## src/rtl/mdu_issue_pkg.sv

```systemverilog
package mdu_issue_pkg;

    typedef enum logic [1:0] {
        CMD_IDLE  = 2'd0,
        CMD_START = 2'd1,
        CMD_END   = 2'd2,
        CMD_RSVD  = 2'd3
    } mdu_cmd_e;

    typedef enum logic {
        OP_MUL = 1'b0,
        OP_DIV = 1'b1
    } mdu_op_e;

    typedef enum logic [1:0] {
        SZ_8  = 2'd0,
        SZ_16 = 2'd1,
        SZ_24 = 2'd2,
        SZ_32 = 2'd3
    } div_size_e;

    // timing kind: 0 multiply, 1..4 divide classes 8..32
    localparam int NUM_KINDS = 5;
    localparam int KIND_W    = 3;
    localparam int TIME_W    = 8;
    typedef logic [KIND_W-1:0] kind_t;

    typedef struct packed {
        logic  valid;
        kind_t kind;
    } last_op_t;

    function automatic kind_t kind_of(mdu_op_e op, div_size_e sz);
        kind_t k;
        if (op == OP_MUL) k = kind_t'(0);
        else              k = kind_t'(1) + kind_t'(sz);
        return k;
    endfunction

endpackage

```

## src/rtl/mdu_size_class.sv

```systemverilog
module mdu_size_class
    import mdu_issue_pkg::*;
#(
    parameter int DATA_W = 32
) (
    input  logic [DATA_W-1:0] divisor,
    output div_size_e         size
);
    localparam int NBYTES = DATA_W / 8;

    logic [NBYTES-1:0] byte_nz;

    genvar gb;
    generate
        for (gb = 0; gb < NBYTES; gb++) begin : g_byte
            assign byte_nz[gb] = |divisor[gb*8 +: 8];
        end
    endgenerate

    // highest nonzero byte decides the class; bytes 3 and up map to 32
    always_comb begin
        size = SZ_8;
        for (int i = 1; i < NBYTES; i++) begin
            if (byte_nz[i]) begin
                if (i >= 3) size = SZ_32;
                else        size = div_size_e'(2'(i));
            end
        end
    end

endmodule

```

## src/rtl/mdu_kind_table.sv

```systemverilog
module mdu_kind_table
    import mdu_issue_pkg::*;
#(
    parameter int                      NK  = NUM_KINDS,
    parameter logic [NK*TIME_W-1:0]    TAB = '0
) (
    input  kind_t             kind,
    output logic [TIME_W-1:0] value
);
    logic [NK-1:0][TIME_W-1:0] pick;

    genvar gk;
    generate
        for (gk = 0; gk < NK; gk++) begin : g_entry
            assign pick[gk] = (kind == kind_t'(gk)) ? TAB[gk*TIME_W +: TIME_W]
                                                    : '0;
        end
    endgenerate

    always_comb begin
        value = '0;
        for (int i = 0; i < NK; i++) value = value | pick[i];
    end

endmodule

```

## src/rtl/mdu_spacing_gate.sv

```systemverilog
module mdu_spacing_gate
    import mdu_issue_pkg::*;
#(
    parameter int                          CYC_W   = 32,
    parameter logic [NUM_KINDS*TIME_W-1:0] RPT_TAB = '0
) (
    input  logic  clk,
    input  logic  rst,
    input  logic  issue_fire,
    input  kind_t issue_kind,
    output logic  spacing_ok
);
    logic [CYC_W-1:0]  cyc_q;
    logic [CYC_W-1:0]  last_cyc_q;
    last_op_t          last_q;
    logic [TIME_W-1:0] rate;
    logic [CYC_W-1:0]  elapsed;

    mdu_kind_table #(
        .NK  (NUM_KINDS),
        .TAB (RPT_TAB)
    ) u_rpt (
        .kind  (last_q.kind),
        .value (rate)
    );

    always_ff @(posedge clk) begin
        if (rst) begin
            cyc_q      <= '0;
            last_cyc_q <= '0;
            last_q     <= '{valid: 1'b0, kind: '0};
        end else begin
            cyc_q <= cyc_q + CYC_W'(1);
            if (issue_fire) begin
                last_cyc_q <= cyc_q;
                last_q     <= '{valid: 1'b1, kind: issue_kind};
            end
        end
    end

    assign elapsed    = cyc_q - last_cyc_q;
    assign spacing_ok = !last_q.valid ||
                        (elapsed >= {{(CYC_W-TIME_W){1'b0}}, rate});

endmodule

```

## src/rtl/mdu_lat_timer.sv

```systemverilog
module mdu_lat_timer
    import mdu_issue_pkg::*;
(
    input  logic              clk,
    input  logic              rst,
    input  logic              load,
    input  logic [TIME_W-1:0] lat,
    output logic              fire
);
    logic [TIME_W-1:0] cnt_q;
    logic              run_q;

    // a latency of 0 behaves as 1
    always_ff @(posedge clk) begin
        if (rst) begin
            cnt_q <= '0;
            run_q <= 1'b0;
            fire  <= 1'b0;
        end else begin
            fire <= 1'b0;
            if (load) begin
                if (lat <= TIME_W'(1)) begin
                    fire  <= 1'b1;
                    run_q <= 1'b0;
                    cnt_q <= '0;
                end else begin
                    cnt_q <= lat - TIME_W'(1);
                    run_q <= 1'b1;
                end
            end else if (run_q) begin
                cnt_q <= cnt_q - TIME_W'(1);
                if (cnt_q == TIME_W'(1)) begin
                    run_q <= 1'b0;
                    fire  <= 1'b1;
                end
            end
        end
    end

endmodule

```

## src/rtl/mdu_issue_ctrl.sv

```systemverilog
module mdu_issue_ctrl
    import mdu_issue_pkg::*;
#(
    parameter int          TAG_W   = 4,
    parameter int          CYC_W   = 32,
    parameter logic [7:0]  LAT_MUL = 8'd3,
    parameter logic [7:0]  LAT_D8  = 8'd4,
    parameter logic [7:0]  LAT_D16 = 8'd6,
    parameter logic [7:0]  LAT_D24 = 8'd9,
    parameter logic [7:0]  LAT_D32 = 8'd12,
    parameter logic [7:0]  RPT_MUL = 8'd6,
    parameter logic [7:0]  RPT_D8  = 8'd7,
    parameter logic [7:0]  RPT_D16 = 8'd9,
    parameter logic [7:0]  RPT_D24 = 8'd12,
    parameter logic [7:0]  RPT_D32 = 8'd15
) (
    input  logic             clk,
    input  logic             rst,
    input  logic [1:0]       req_cmd,
    input  logic             req_op,
    input  logic [31:0]      req_divisor,
    input  logic [TAG_W-1:0] req_tag,
    output logic             start_grant,
    output logic             end_complete,
    output logic             done_valid,
    output logic [TAG_W-1:0] done_tag
);
    localparam logic [NUM_KINDS*TIME_W-1:0] LAT_TAB =
        {LAT_D32, LAT_D24, LAT_D16, LAT_D8, LAT_MUL};
    localparam logic [NUM_KINDS*TIME_W-1:0] RPT_TAB =
        {RPT_D32, RPT_D24, RPT_D16, RPT_D8, RPT_MUL};

    mdu_cmd_e          cmd;
    mdu_op_e           op;
    div_size_e         size;
    kind_t             kind;
    logic [TIME_W-1:0] lat;
    logic              spacing_ok;
    logic              timer_fire;

    logic              hold_q;
    logic [TAG_W-1:0]  hold_tag_q;
    logic              fin_q;

    logic              is_start;
    logic              is_end;
    logic              held_hit;
    logic              issue_fire;

    assign cmd = mdu_cmd_e'(req_cmd);
    assign op  = mdu_op_e'(req_op);

    mdu_size_class #(.DATA_W(32)) u_size (
        .divisor (req_divisor),
        .size    (size)
    );

    assign kind = kind_of(op, size);

    mdu_kind_table #(
        .NK  (NUM_KINDS),
        .TAB (LAT_TAB)
    ) u_lat (
        .kind  (kind),
        .value (lat)
    );

    mdu_spacing_gate #(
        .CYC_W   (CYC_W),
        .RPT_TAB (RPT_TAB)
    ) u_gate (
        .clk        (clk),
        .rst        (rst),
        .issue_fire (issue_fire),
        .issue_kind (kind),
        .spacing_ok (spacing_ok)
    );

    mdu_lat_timer u_timer (
        .clk  (clk),
        .rst  (rst),
        .load (issue_fire),
        .lat  (lat),
        .fire (timer_fire)
    );

    assign is_start   = (cmd == CMD_START);
    assign is_end     = (cmd == CMD_END);
    assign held_hit   = hold_q && (req_tag == hold_tag_q);
    assign issue_fire = is_start && !hold_q && spacing_ok;

    assign start_grant  = is_start && (held_hit || (!hold_q && spacing_ok));
    assign end_complete = is_end && held_hit && (fin_q || timer_fire);

    always_ff @(posedge clk) begin
        if (rst) begin
            hold_q     <= 1'b0;
            hold_tag_q <= '0;
            fin_q      <= 1'b0;
        end else begin
            if (issue_fire) begin
                hold_q     <= 1'b1;
                hold_tag_q <= req_tag;
                fin_q      <= 1'b0;
            end else begin
                if (timer_fire)   fin_q  <= 1'b1;
                if (end_complete) hold_q <= 1'b0;
            end
        end
    end

    assign done_valid = timer_fire;
    assign done_tag   = hold_tag_q;

endmodule

```

## config.mk

```make
export PLATFORM = sky130hd
export DESIGN_NAME = mdu_issue_ctrl
export DESIGN_NICKNAME = d
export VERILOG_FILES = /design/src/rtl/mdu_issue_pkg.sv /design/src/rtl/mdu_size_class.sv /design/src/rtl/mdu_kind_table.sv /design/src/rtl/mdu_spacing_gate.sv /design/src/rtl/mdu_lat_timer.sv /design/src/rtl/mdu_issue_ctrl.sv
export SDC_FILE = /design/constraint.sdc
export NUM_CORES = 1
export LEC_CHECK = 0
export ABC_CLOCK_PERIOD_IN_PS = 3700
export BUFFER_PORTS_ARGS = -buffer_cell sky130_fd_sc_hd__buf_4
export CELL_PAD_IN_SITES_DETAIL_PLACEMENT = 1
export CELL_PAD_IN_SITES_GLOBAL_PLACEMENT = 2
export CORE_UTILIZATION = 32
export DETAILED_ROUTE_END_ITERATION = 10
export GPL_TIMING_DRIVEN = 0
export HOLD_SLACK_MARGIN = 0.1
export PLACE_DENSITY_LB_ADDON = 0.1
export SYNTH_ARGS = -nofsm -noshare
export SYNTH_HDL_FRONTEND = slang
export SYNTH_SLANG_ARGS = --single-unit
```

## constraint.sdc

```tcl
create_clock -name clk -period 3.7 [get_ports clk]
set_clock_uncertainty 0.15 [all_clocks]
set_input_delay 0.555 -clock clk [delete_from_list [all_inputs] [get_ports clk]]
set_output_delay 0.555 -clock clk [all_outputs]
set_load 0.01 [all_outputs]
```

==> reports/results.txt <==
Total grt overflow -> 0
Fill cell count -> 2283
Worst-margin pin slew -> 855 ps
Crit path launch type -> register
Area of the multi-input gates -> 4510 sq um
CTS H-tree depth -> 3
Global-route wire length before repair -> 36.1 mm
FF/Latch Area -> 1690 sq um
I/O pin total -> 48
Fmax -> 0.222 GHz
DR vias -> 6423
Peak supply drop -> 182 uV
Critical path class -> register to output pin
Failing checks -> setup timing
Hold-fix buffers at CTS -> 0
Synth Cell Area -> 6270 sq um
Vias in the first global route -> 6674
Dpl cells -> 1130
Worst r2r path cells -> 15
Rel. slew slack -> 0.430
Clk root buf -> clkbuf_16
Fin area -> 8090 sq um
Setup crit end kind -> output pin
Gr usage total -> 0.232
Initial Util -> 0.331
Worst Path Max Fanout -> 5
Total die area -> 20200 sq um
Post-synth cell types -> 73
Setup-failing EPs final -> 52
Core Area -> 19000 sq um
Post-synth net total -> 913
Clk buf depth -> 2
Static leakage -> 3.25 nW
Final nets -> 997
Routed vias/inst -> 5.44
Initial antenna violation count -> 0
Hold Violations, Final -> 0
CTS buffer count -> 9
DR iter-0 viols -> 183
Largest net degree at the start of global routing -> 16
GP Congestion -> 0.859
RSZ-0062 raised after global routing -> yes
Synth Area per Inst -> 7.54 sq um
EDFF count, synth -> 0
FP Rows -> 50
Top post-synthesis cells by area -> dfxtp_1 27%, ha_1 8.0%, a21oi_1 6.5%
ANT cells -> 0
Top cell type by total area after synthesis -> dfxtp_1
Share of layout cells above drive strength 1 -> 0.224
Hold path depth -> 2
Detailed Routing Iterations Pass 1 -> 5
Clock latency on the worst-skew pair -> 350 ps
Hold Crit Class -> register to register
Post-synth ARST share -> 0
YS warnings -> 0
Status -> finished, violations left
Critical Path RT -> 2990 ps
Wire length per cell -> 19.3 um
Slew Limit Fails -> 0
Pwr dens -> 288 nW/um^2
Number of port buffers -> 39
DP Area -> 6920 sq um
Tot Pwr -> 2.32 mW
CTS tree -> yes
DP HPWL -> 17.3 mm
Cell Count, Final, Fillers Out -> 1180
Area grow syn2layout -> 29.0%
Die width -> 142 um
Most common cell after layout, fill and taps aside -> dfxtp_1
Top cell type's share of synthesized area -> 0.268
Max-Cap Viols -> 0
Worst endpoint data arrival time -> 3790 ps
CTS sink cnt -> 84
Number of synthesized register bits -> 84
Post-route setup slack -> -797 ps
Final worst path period share -> 1.22
Die H -> 142 um
Commonest non-fill, non-tap cells in the layout -> 79 x dfxtp_1, 71 x nor2_1, 61 x a21oi_1, 60 x buf_4, 57 x nand2_1
Wirelength, routed -> 22.8 mm
Clock transition at path regs -> 60 ps
Tmin final -> 4500 ps
Seq/Total Area, Yosys -> 0.268
Top_reg_cell synth -> dfxtp_1
Drt drc -> 0
Cells after Synth -> 831
Post-route antenna net violation count -> 0
through the flow:
step | hold WS [ps] | util | setup WS, ps | TNS (ps)
2_1_floorplan | 276 | - | -126 | -126
3_3_place_gp | 302 | 0.365 | -910 | -37920
3_5_place_dp | 313 | 0.365 | -1080 | -45980
4_1_cts | 314 | 0.410 | -856 | -20220
5_1_grt | 322 | 0.427 | -926 | -21540
6_report | 308 | 0.427 | -797 | -14350
worst max-delay path, stage by stage (launching register included):
cell and delay (ps):
dfxtp_2 330, inv_2 50, ha_4 160, fa_2 350
nand2b_4 170, a21oi_4 240, o211ai_1 150, o21a_2 200
a31o_1 190, a211o_1 270, or4_4 510, or3_4 450
o21ai_4 170, o21ai_2 70, buf_4 140
kinds of logic (layout without fill, tap and decap cells):
group | after synthesis | count (layout) | synth area share
adders and majority gates | 41 | 41 | 0.0830
muxes | 16 | 16 | 0.0259
AOI/OAI and AO/OA | 234 | 234 | 0.233
buffers and inverters | 103 | 192 | 0.0678
DFF | 84 | 84 | 0.268
and+or+nand+nor | 304 | 304 | 0.253
xor gates and xnor gates | 49 | 49 | 0.0684
cell usage after synthesis, types with 3 or more instances:
master / count
nand3_1: 27
nand4_1: 19
mux2i_1: 14
a211oi_1: 3
o21ai_1: 13
o21bai_1: 3
o2111ai_1: 3
ha_1: 40
o221ai_1: 6
nand3b_1: 32
inv_1: 53
a21oi_1: 81
or3_1: 17
o21a_1: 8
nor4_1: 8
buf_2: 13
a311oi_1: 3
nor2_1: 73
nor3_1: 28
nand2b_1: 9
xor2_1: 25
buf_1: 4
clkbuf_1: 29
a31oi_1: 4
a211o_1: 3
and3_1: 11
o21ai_0: 56
nor4b_1: 3
dfxtp_1: 84
o211ai_1: 11
a21oi_2: 4
or4_1: 3
nor3b_1: 3
xnor2_1: 24
buf_6: 3
nand2_1: 58
a21o_1: 8
worst paths after layout:
kind | endpoint | slack (ps) | from
setup / recovery | start_grant | -800 | u_gate.cyc_q[0]$_SDFF_PP0_
hold / removal | u_gate.last_cyc_q[3]$_SDFFE_PP0P_ | 310 | u_gate.last_cyc_q[3]$_SDFFE_PP0P_
setup reg to reg | u_gate.last_q[1]$_SDFFE_PP0P_ | -440 | u_gate.cyc_q[0]$_SDFF_PP0_
hold reg to reg | u_gate.last_cyc_q[3]$_SDFFE_PP0P_ | 310 | u_gate.last_cyc_q[3]$_SDFFE_PP0P_
cell type report:
type,instances,area share
multi-input cells,644,0.558
flip-flops and latches,84,0.209
repair buffers,77,0.0891
plain buffers,45,0.0405
well taps,260,0.0402
clock buffers,10,0.0296
inverters,54,0.0251
clock inverters,6,0.00882
power breakdown:
group	internal [mW]	switching, mW
sequential	0.923	0.0178
combinational	0.192	0.241
clock	0.548	0.404
timing repair:
item                                    in CTS  in global routing
pin swaps                                   25                 38
setup buffers                               24                 10
cloned                                       5                  2
endpoints found under the setup margin      52                 52
gates resized for setup                     92                 66
registers in the layout, summed over array words and instances (netlist names):
name	cells
hold_q	1
u_gate.cyc_q	32
u_gate.last_cyc_q	32
fin_q	1
u_gate.last_q	4
done_tag	4
u_timer.fire	1
u_timer.cnt_q	8
u_timer.run_q	1
layer usage:
metal | vias to the layer above | GRT usage | part of all wire | wire length [um]
li1 | 3166 | - | - | -
met1 | 3111 | 0.292 | 0.46 | 10400
met2 | 111 | 0.412 | 0.49 | 11200
met3 | 35 | 0.0229 | 0.025 | 578
met4 | 0 | 0.0747 | 0.028 | 633
met5 | - | 0 | 0 | 0
(Power assumes the default switching activity.)
